<file path="src/rtl/pmic_regfile.sv">
module pmic_regfile #(
  parameter int          VARIANT     = 0,
  parameter logic [15:0] SAMPLE_INIT = 16'h00FF
) (
  input  logic        clk,
  input  logic        rst_n,
  input  logic [4:0]  idx,
  input  logic        wr_en,
  input  logic        rd_en,
  input  logic [15:0] wdata,
  output logic [15:0] rdata,
  input  logic        key_evt,
  input  logic        key_down,
  output logic        irq,
  output logic        shutdown_req,
  output logic        bad_idx
);
  localparam logic [4:0] IX_ID   = 5'h00;
  localparam logic [4:0] IX_IST  = 5'h01;
  localparam logic [4:0] IX_MSK  = 5'h02;
  localparam logic [4:0] IX_CAL  = 5'h06;
  localparam logic [4:0] IX_ADC  = 5'h08;
  localparam logic [4:0] IX_SMP  = 5'h09;
  localparam logic [4:0] IX_CT1  = 5'h0D;
  localparam logic [4:0] IX_CT2  = 5'h0E;
  localparam logic [4:0] IX_STS  = 5'h16;
  localparam logic [4:0] IX_WDG  = 5'h17;
  localparam logic [15:0] ID_VAL = 16'h0215 | (VARIANT == 1 ? 16'h0080 : 16'h0000);

  logic [15:0] ist, msk, cal, ct1, ct2, smp;
  logic [3:0]  chan;
  logic        key_up;
  logic [15:0] rd_val, ist_nx;
  logic        in_map;

  function automatic logic [9:0] adc_res(input logic [3:0] c);
    case (c)
      4'd1:    adc_res = 10'h3C2;
      4'd2:    adc_res = 10'h0FC;
      4'd3:    adc_res = 10'h165;
      4'd4:    adc_res = 10'h07B;
      4'd5:    adc_res = 10'h3FF;
      4'd6:    adc_res = 10'h011;
      4'd7:    adc_res = 10'h011;
      4'd8:    adc_res = 10'h250;
      4'd10:   adc_res = 10'h002;
      4'd11:   adc_res = 10'h011;
      4'd12:   adc_res = 10'h3D0;
      4'd13:   adc_res = 10'h330;
      default: adc_res = 10'h000;
    endcase
  endfunction

  assign in_map = !(idx == 5'h07 || (idx >= 5'h12 && idx <= 5'h15));
  assign irq    = |(ist & ~msk);

  always_comb begin
    ist_nx = ist;
    if (wr_en && idx == IX_IST) ist_nx = ist_nx ^ wdata;
    if (wr_en && idx == IX_ADC) ist_nx[8] = 1'b1;
    if (key_evt)                ist_nx[0] = 1'b1;
  end

  always_comb begin
    case (idx)
      IX_ID:   rd_val = ID_VAL;
      IX_IST:  rd_val = ist;
      IX_MSK:  rd_val = msk;
      IX_CAL:  rd_val = cal;
      IX_ADC:  rd_val = {2'b00, chan, adc_res(chan)};
      IX_SMP:  rd_val = smp;
      IX_CT1:  rd_val = ct1;
      IX_CT2:  rd_val = ct2;
      IX_STS:  rd_val = {10'd0, key_up, 5'd0};
      default: rd_val = 16'h0000;
    endcase
  end

  always_ff @(posedge clk) begin
    if (!rst_n) begin
      ist <= 16'h0000;
      msk <= 16'hFFFF;
      cal <= 16'h0001;
      ct1 <= 16'h0000;
      ct2 <= 16'h0000;
      smp <= SAMPLE_INIT;
      chan <= 4'd0;
      key_up <= 1'b1;
      rdata <= 16'h0000;
      shutdown_req <= 1'b0;
      bad_idx <= 1'b0;
    end else begin
      ist <= ist_nx;
      if (rd_en) rdata <= rd_val;
      shutdown_req <= wr_en && idx == IX_WDG && wdata == 16'h0000 && ct1[1];
      bad_idx <= (wr_en || rd_en) && !in_map;
      if (key_evt) key_up <= !key_down;
      if (wr_en) begin
        case (idx)
          IX_MSK: msk <= wdata;
          IX_CAL: cal <= wdata;
          IX_ADC: chan <= wdata[13:10];
          IX_SMP: smp <= smp & ~wdata;
          IX_CT1: ct1 <= wdata;
          IX_CT2: ct2 <= wdata;
          default: ;
        endcase
      end
    end
  end

  AST_IST_TOGGLE: assert property (@(posedge clk) disable iff (!rst_n)
    (wr_en && idx == IX_IST && !key_evt) |=> (ist == ($past(ist) ^ $past(wdata))));
  AST_ADC_DONE: assert property (@(posedge clk) disable iff (!rst_n)
    (wr_en && idx == IX_ADC) |=> ist[8]);
  AST_SMP_W1C: assert property (@(posedge clk) disable iff (!rst_n)
    (wr_en && idx == IX_SMP) |=> ((smp & $past(wdata)) == 16'h0000));
  AST_SHUTDOWN_GATED: assert property (@(posedge clk) disable iff (!rst_n)
    shutdown_req |-> $past(wr_en && idx == IX_WDG && wdata == 16'h0000 && ct1[1]));
  AST_SHUTDOWN_PULSE: assert property (@(posedge clk) disable iff (!rst_n)
    shutdown_req |=> !shutdown_req);
  AST_KEY_SETS: assert property (@(posedge clk) disable iff (!rst_n)
    key_evt |=> ist[0]);
  AST_FULL_MASK: assert property (@(posedge clk) disable iff (!rst_n)
    (wr_en && idx == IX_MSK && wdata == 16'hFFFF) |=> !irq);
  AST_BAD_IDX: assert property (@(posedge clk) disable iff (!rst_n)
    bad_idx |-> $past((wr_en || rd_en) && !in_map));
  AST_RDATA_HOLD: assert property (@(posedge clk) disable iff (!rst_n)
    !rd_en |=> $stable(rdata));
endmodule

</file>
<file path="config.mk">
export PLATFORM = sky130hd
export DESIGN_NAME = pmic_regfile
export DESIGN_NICKNAME = d
export VERILOG_FILES = /design/src/rtl/pmic_regfile.sv
export SDC_FILE = /design/constraint.sdc
export NUM_CORES = 1
export LEC_CHECK = 0
export ABC_AREA = 1
export BUFFER_PORTS_ARGS = -buffer_cell sky130_fd_sc_hd__buf_4
export CAP_MARGIN = 10
export CORE_MARGIN = 8
export CORE_UTILIZATION = 45
export CTS_CLUSTER_SIZE = 40
export DETAILED_ROUTE_END_ITERATION = 8
export PLACE_DENSITY = 0.65
export SLEW_MARGIN = 40
export SYNTH_ARGS = -nofsm -noshare
export SYNTH_HDL_FRONTEND = slang
export SYNTH_SLANG_ARGS = --single-unit
</file>
<file path="constraint.sdc">
create_clock -name clk -period 1.8 [get_ports clk]
set_clock_uncertainty 0.15 [all_clocks]
set_input_delay 0.27 -clock clk [delete_from_list [all_inputs] [get_ports clk]]
set_output_delay 0.27 -clock clk [all_outputs]
set_load 0.02 [all_outputs]
</file>
=== Word level (Yosys, flattened, before mapping) ===
Memories as Yosys holds them, arrays and structs flattened. A register that Yosys moved wholly into a read port is not among the register bits.
Index checks and enable logic that the tools add are counted.

* Shift operators: 0
* Equal/unequal tests: 10
* Divide/modulo/power cells: 0
* Bitwise gates (word level): 5
* $lt $le $gt $ge: 2
* Reductions and logical operators: 21
* $add $sub $neg: 0
* Mux-type cells: 6
* $mul: 0

{| class="wikitable"
|+ Operators by type and width
! cell !! count
|-
| $pmux W16 S9 || 1
|-
| $and A16 B16 Y16 || 2
|-
| $not A16 Y16 || 2
|-
| $eq A5 B4 Y1 const B || 4
|-
| $logic_not A16 Y1 || 1
|-
| $reduce_or A16 Y1 || 1
|-
| $xor A16 B16 Y16 || 1
|-
| $reduce_and A2 Y1 || 6
|-
| $eq A5 B3 Y1 const B || 2
|-
| $eq A5 B5 Y1 const B || 2
|-
| $mux W9 || 1
|-
| $mux W4 || 2
|-
| $logic_and A1 B1 Y1 || 7
|-
| $eq A5 B1 Y1 const B || 1
|-
| $eq A5 B2 Y1 const B || 1
|-
| $ge A5 B5 Y1 const B || 1
|-
| $le A5 B5 Y1 const B || 1
|-
| $logic_not A5 Y1 || 1
|-
| $reduce_bool A2 Y1 || 2
|-
| $logic_or A1 B1 Y1 || 2
|-
| $mux W1 || 2
|-
| $logic_not A1 Y1 || 1
|}

* Memories kept: 1
* RAM bits: 0
* Output and inout bits: 19
* ROM bits: 160
* Flip-flop bits (word level): 119
* Bits in latches: 0

{| class="wikitable"
|+ Memory list
! name !! words !! bits a word !! rd ports !! clocked after memory_dff !! wr ports !! line !! source
|-
| (name not given) || 16 || 10 || 1 || 1 || 0 || 37 || <nowiki>case (c)</nowiki>
|}

=== Longest topological paths before layout ===
* Word-level depth: 4
* Mapped depth: 15
* Mapped depth without buffers: 14

=== Worst setup path before layout ===
OpenSTA, ideal clock, no wires.

* Path type: input -> register
* Start point: in idx[2]
* End point: reg with a tool-made name
* Cell stages on the path: 15
* Library setup time: 0.113 ns
* Path slack: -0.146 ns
* Arrival time: 1.683 ns
* Data required time: 1.537 ns
* Buffers on the path: 1
* Cell sequence: buf_6 -> inv_1 -> nand2_2 -> nor2_4 -> nand2_2 -> nand2_1 -> o21ai_1 -> nor2_2 -> inv_1 -> ha_1 -> inv_1 -> nand2_1 -> nand2_1 -> nand2_1 -> nand2_1

{| class="wikitable"
|+ RTL lines
! element !! line !! source
|-
| from (decl) || 7 || <nowiki>input logic [4:0] idx,</nowiki>
|}

=== Worst setup path after layout ===
* Start point: reg ist[2]
* End point: out irq

* Word-level cells in the longest chain between the ends: 2

{| class="wikitable"
|+ Ends and longest elaborated chain
! element !! line !! source
|-
| from (decl) || 30 || <nowiki>logic [15:0] ist, msk, cal, ct1, ct2, smp;</nowiki>
|-
| from (signal assigned) || 93 || <nowiki>ist <= ist_nx;</nowiki>
|-
| $and A16 B16 Y16 || 55 || <nowiki>assign irq = |(ist & ~msk);</nowiki>
|-
| $reduce_or A16 Y1 || 55 ||
|-
| to (decl) || 14 || <nowiki>output logic irq,</nowiki>
|}

No other way between the ends.

==> reports/metrics.yaml <==
sta:
  fmax_mhz: 517
  fin_crit_sh_pct: 107
  final-hold-violation-count: 0
  worstMarginPinSlew_ps: 510
  final_max_slew_viol_count: 0
  setup_viol_count_final: 1
  rsz0062_at_grt: "yes"
  tns_ps: -134
  hold_ws_ps: 4.38
  maxSlewHeadroom_pct: 65.9
  period_minus_slack_ps: 1930
  fin_ws_ps: -134
worst_setup_path:
  r2r-start: "chan[0]$_SDFFE_PN0N_"
  cp-end-kind: "output port"
  critPathArrivalTime_ps: 1510
  crit_path_start_kind: "flop"
  path_class: "flop to output port"
  required_ps: 1380
  critPathMaxFanout: 3
  r2r_cells: 8
  r2r_slack_ps: 160
run:
  cap_violations: 0
logic_synthesis:
  synthArstFlopShare_pct: 0
  yosysTopAreaCell: "dfxtp_1"
  avgSynthCellArea_sq_um: 7.11
  ys_seq_area_share_pct: 44.0
  synth_edf_count: 0
  syn_inst: 826
  ys.flop_type: "dfxtp_1"
  synth_top_area_share_pct: 44.0
  yosys.cell_types.count: 34
  synth_common_cells: "nand2_1 (232), dfxtp_1 (129), inv_1 (70), a21oi_1 (66), nor2_1 (61)"
  synthesis.nets: 859
  synth_most_common_cell: "nand2_1"
  syn_area_sq_um: 5870
  yosysWarnings: 0
  yosys-top-cells-area: "dfxtp_1 (44%), nand2_1 (15%), a21oi_1 (5.6%)"
  synth_seq_cells: 129
drt:
  num_vias: 5869
  first_pass_iters: 5
  drc_errors: 0
  wl_microns: 18400
  drt_iter0_markers: 513
  wl_per_cell_microns: 16.7
  postRouteAntennaNets: 0
  via_per_inst: 5.32
global_route:
  antenna_found_initial: 0
  grt_pass1_wl_microns: 29400
  track_usage_pct: 22.9
  grt_max_degree: 45
  grt_overflow: 0
  grt_pass1_vias: 5695
clock_network:
  cts.htree.levels: 4
  clock-root-buffer: "clkbuf_16"
  cts_buffers: 17
  max-clock-path-buffers: 2
  cts_setup_buffers: 0
  cts_sinks: 129
  path_clk_slew_ps: 50
  cts_tree: "built"
  worstSkewPairLatency_ps: 420
worst_hold_path:
  worstHoldPathCells: 3
  min_from: "wdata[5]"
  holdPathEnd: "ist[5]$_SDFFE_PN0P_"
  hold_path.class: "primary input to flop"
final_layout:
  fin_cells: 1103
  nNetsFinal: 951
  drive_gt1_share_pct: 20.7
  n_antenna_cell: 0
  areaGrowthSynthToFinish_pct: 27.2
  fin_util_pct: 59.0
placement:
  place.gp.congestion: 0.917
  portBuffers: 45
  dp.cells: 1065
  dp_hpwl_microns: 13300
pwr:
  p_leak_nw: 3.25
  p_per_area_nw_per_um2: 892
  vdd_drop_max_mv: 1.11
die:
  num_io_pins: 46
  die_x_microns: 130
  placementRows: 41
  core_area_sq_um: 12700
  dieArea_sq_um: 17000
  die_h_microns: 130
  start_util_pct: 46.4
outcome:
  status: "finished with violations"
  violations: "setup timing"
worst max path at each step:
stage / startpoint / to / slack, ps / cells after the start
2_1_floorplan: idx[1] / flop / -30 / 14
3_3_place_gp: idx[1] / flop / -160 / 12
5_1_grt: ist[3]$_SDFFE_PN0P_ / irq / -210 / 6
6_report: ist[2]$_SDFFE_PN0P_ / irq / -130 / 6
4_1_cts: ist[12]$_SDFFE_PN0P_ / irq / -160 / 5
3_5_place_dp: idx[1] / flop / -220 / 12
kinds of logic (layout without fill, tap and decap cells):
logic type	Yosys count	count (layout)	share of synthesized area (%)
and+or+nand+nor	401	401	30.1
buffers and inverters	117	222	8.09
adders and majority gates	6	6	1.28
xor gates and xnor gates	1	1	0.149
DFF	129	129	44.0
AOI/OAI and AO/OA	172	172	16.4
sequential cells by signal, indices dropped and copies added (netlist names), named ones only:
signal and flops:
bad_idx 1, cal 16, chan 4, ct1 16, ct2 16, ist 16, key_up 1, msk 16
rdata 16, shutdown_req 1, smp 16
metrics by stage:
stage	power, W	setup slack (ps)	area, sq um
floorplan	0.00321	-32.9	5930
global route	0.00689	-208	7470
CTS	0.00669	-157	7470
finish	0.00666	-134	7470
detailed placement	0.00344	-221	6830
global placement	0.00343	-164	6830
cell type report:
class	count	area, sq um
clock buffer	27	513
clock inverter	5	50.0
fill	1207	5200
inverter	80	309
multi-input combinational	580	2870
sequential	129	2590
tap	172	215
timing repair buffer	110	920
timing repair:
item,4_1_cts,5_1_grt
hold buffers,6,0
resized for setup,6,3
hold endpoints to repair,6,0
setup endpoints to repair,1,1
cell usage in the layout (no fill, tap or decap), drive strengths merged, types with 2 or more instances in the layout:
cell	Yosys	layout
dlygate4sd3	0	6
or2	4	4
nor3	29	29
ha	6	6
o211ai	17	17
and2	3	3
dfxtp	129	129
nor2	76	76
a211oi	14	14
buf	20	104
o22ai	6	6
nand3	30	30
a31oi	9	9
nand2	242	242
inv	80	79
nand3b	2	2
nor4	7	7
clkinv	0	4
a21oi	66	66
clkbuf	17	27
nand4	8	8
o21ai	59	59
worst max-delay path, stage by stage, from the launching register on:
cell,delay [ps]
dfxtp_2,330
inv_1,60
or2_2,100
o2111ai_1,120
nor3_2,230
nand2_1,120
buf_6,150
power by group:
group          switching [W]  leakage (nW)  internal [W]
logic               0.000306          1.92      0.000174
clock network        0.00119         0.281       0.00207
registers          0.0000208          1.04       0.00290
routing by layer:
| metal | up-vias | routed length [microns] | track usage (%) |
|---|---|---|---|
| li1 | 2901 | - | - |
| met1 | 2701 | 7760 | 26.9 |
| met2 | 202 | 8630 | 37.6 |
| met3 | 65 | 1130 | 5.92 |
| met4 | 0 | 874 | 12.6 |
| met5 | - | 0 | 0 |
(Power assumes the default switching activity.)
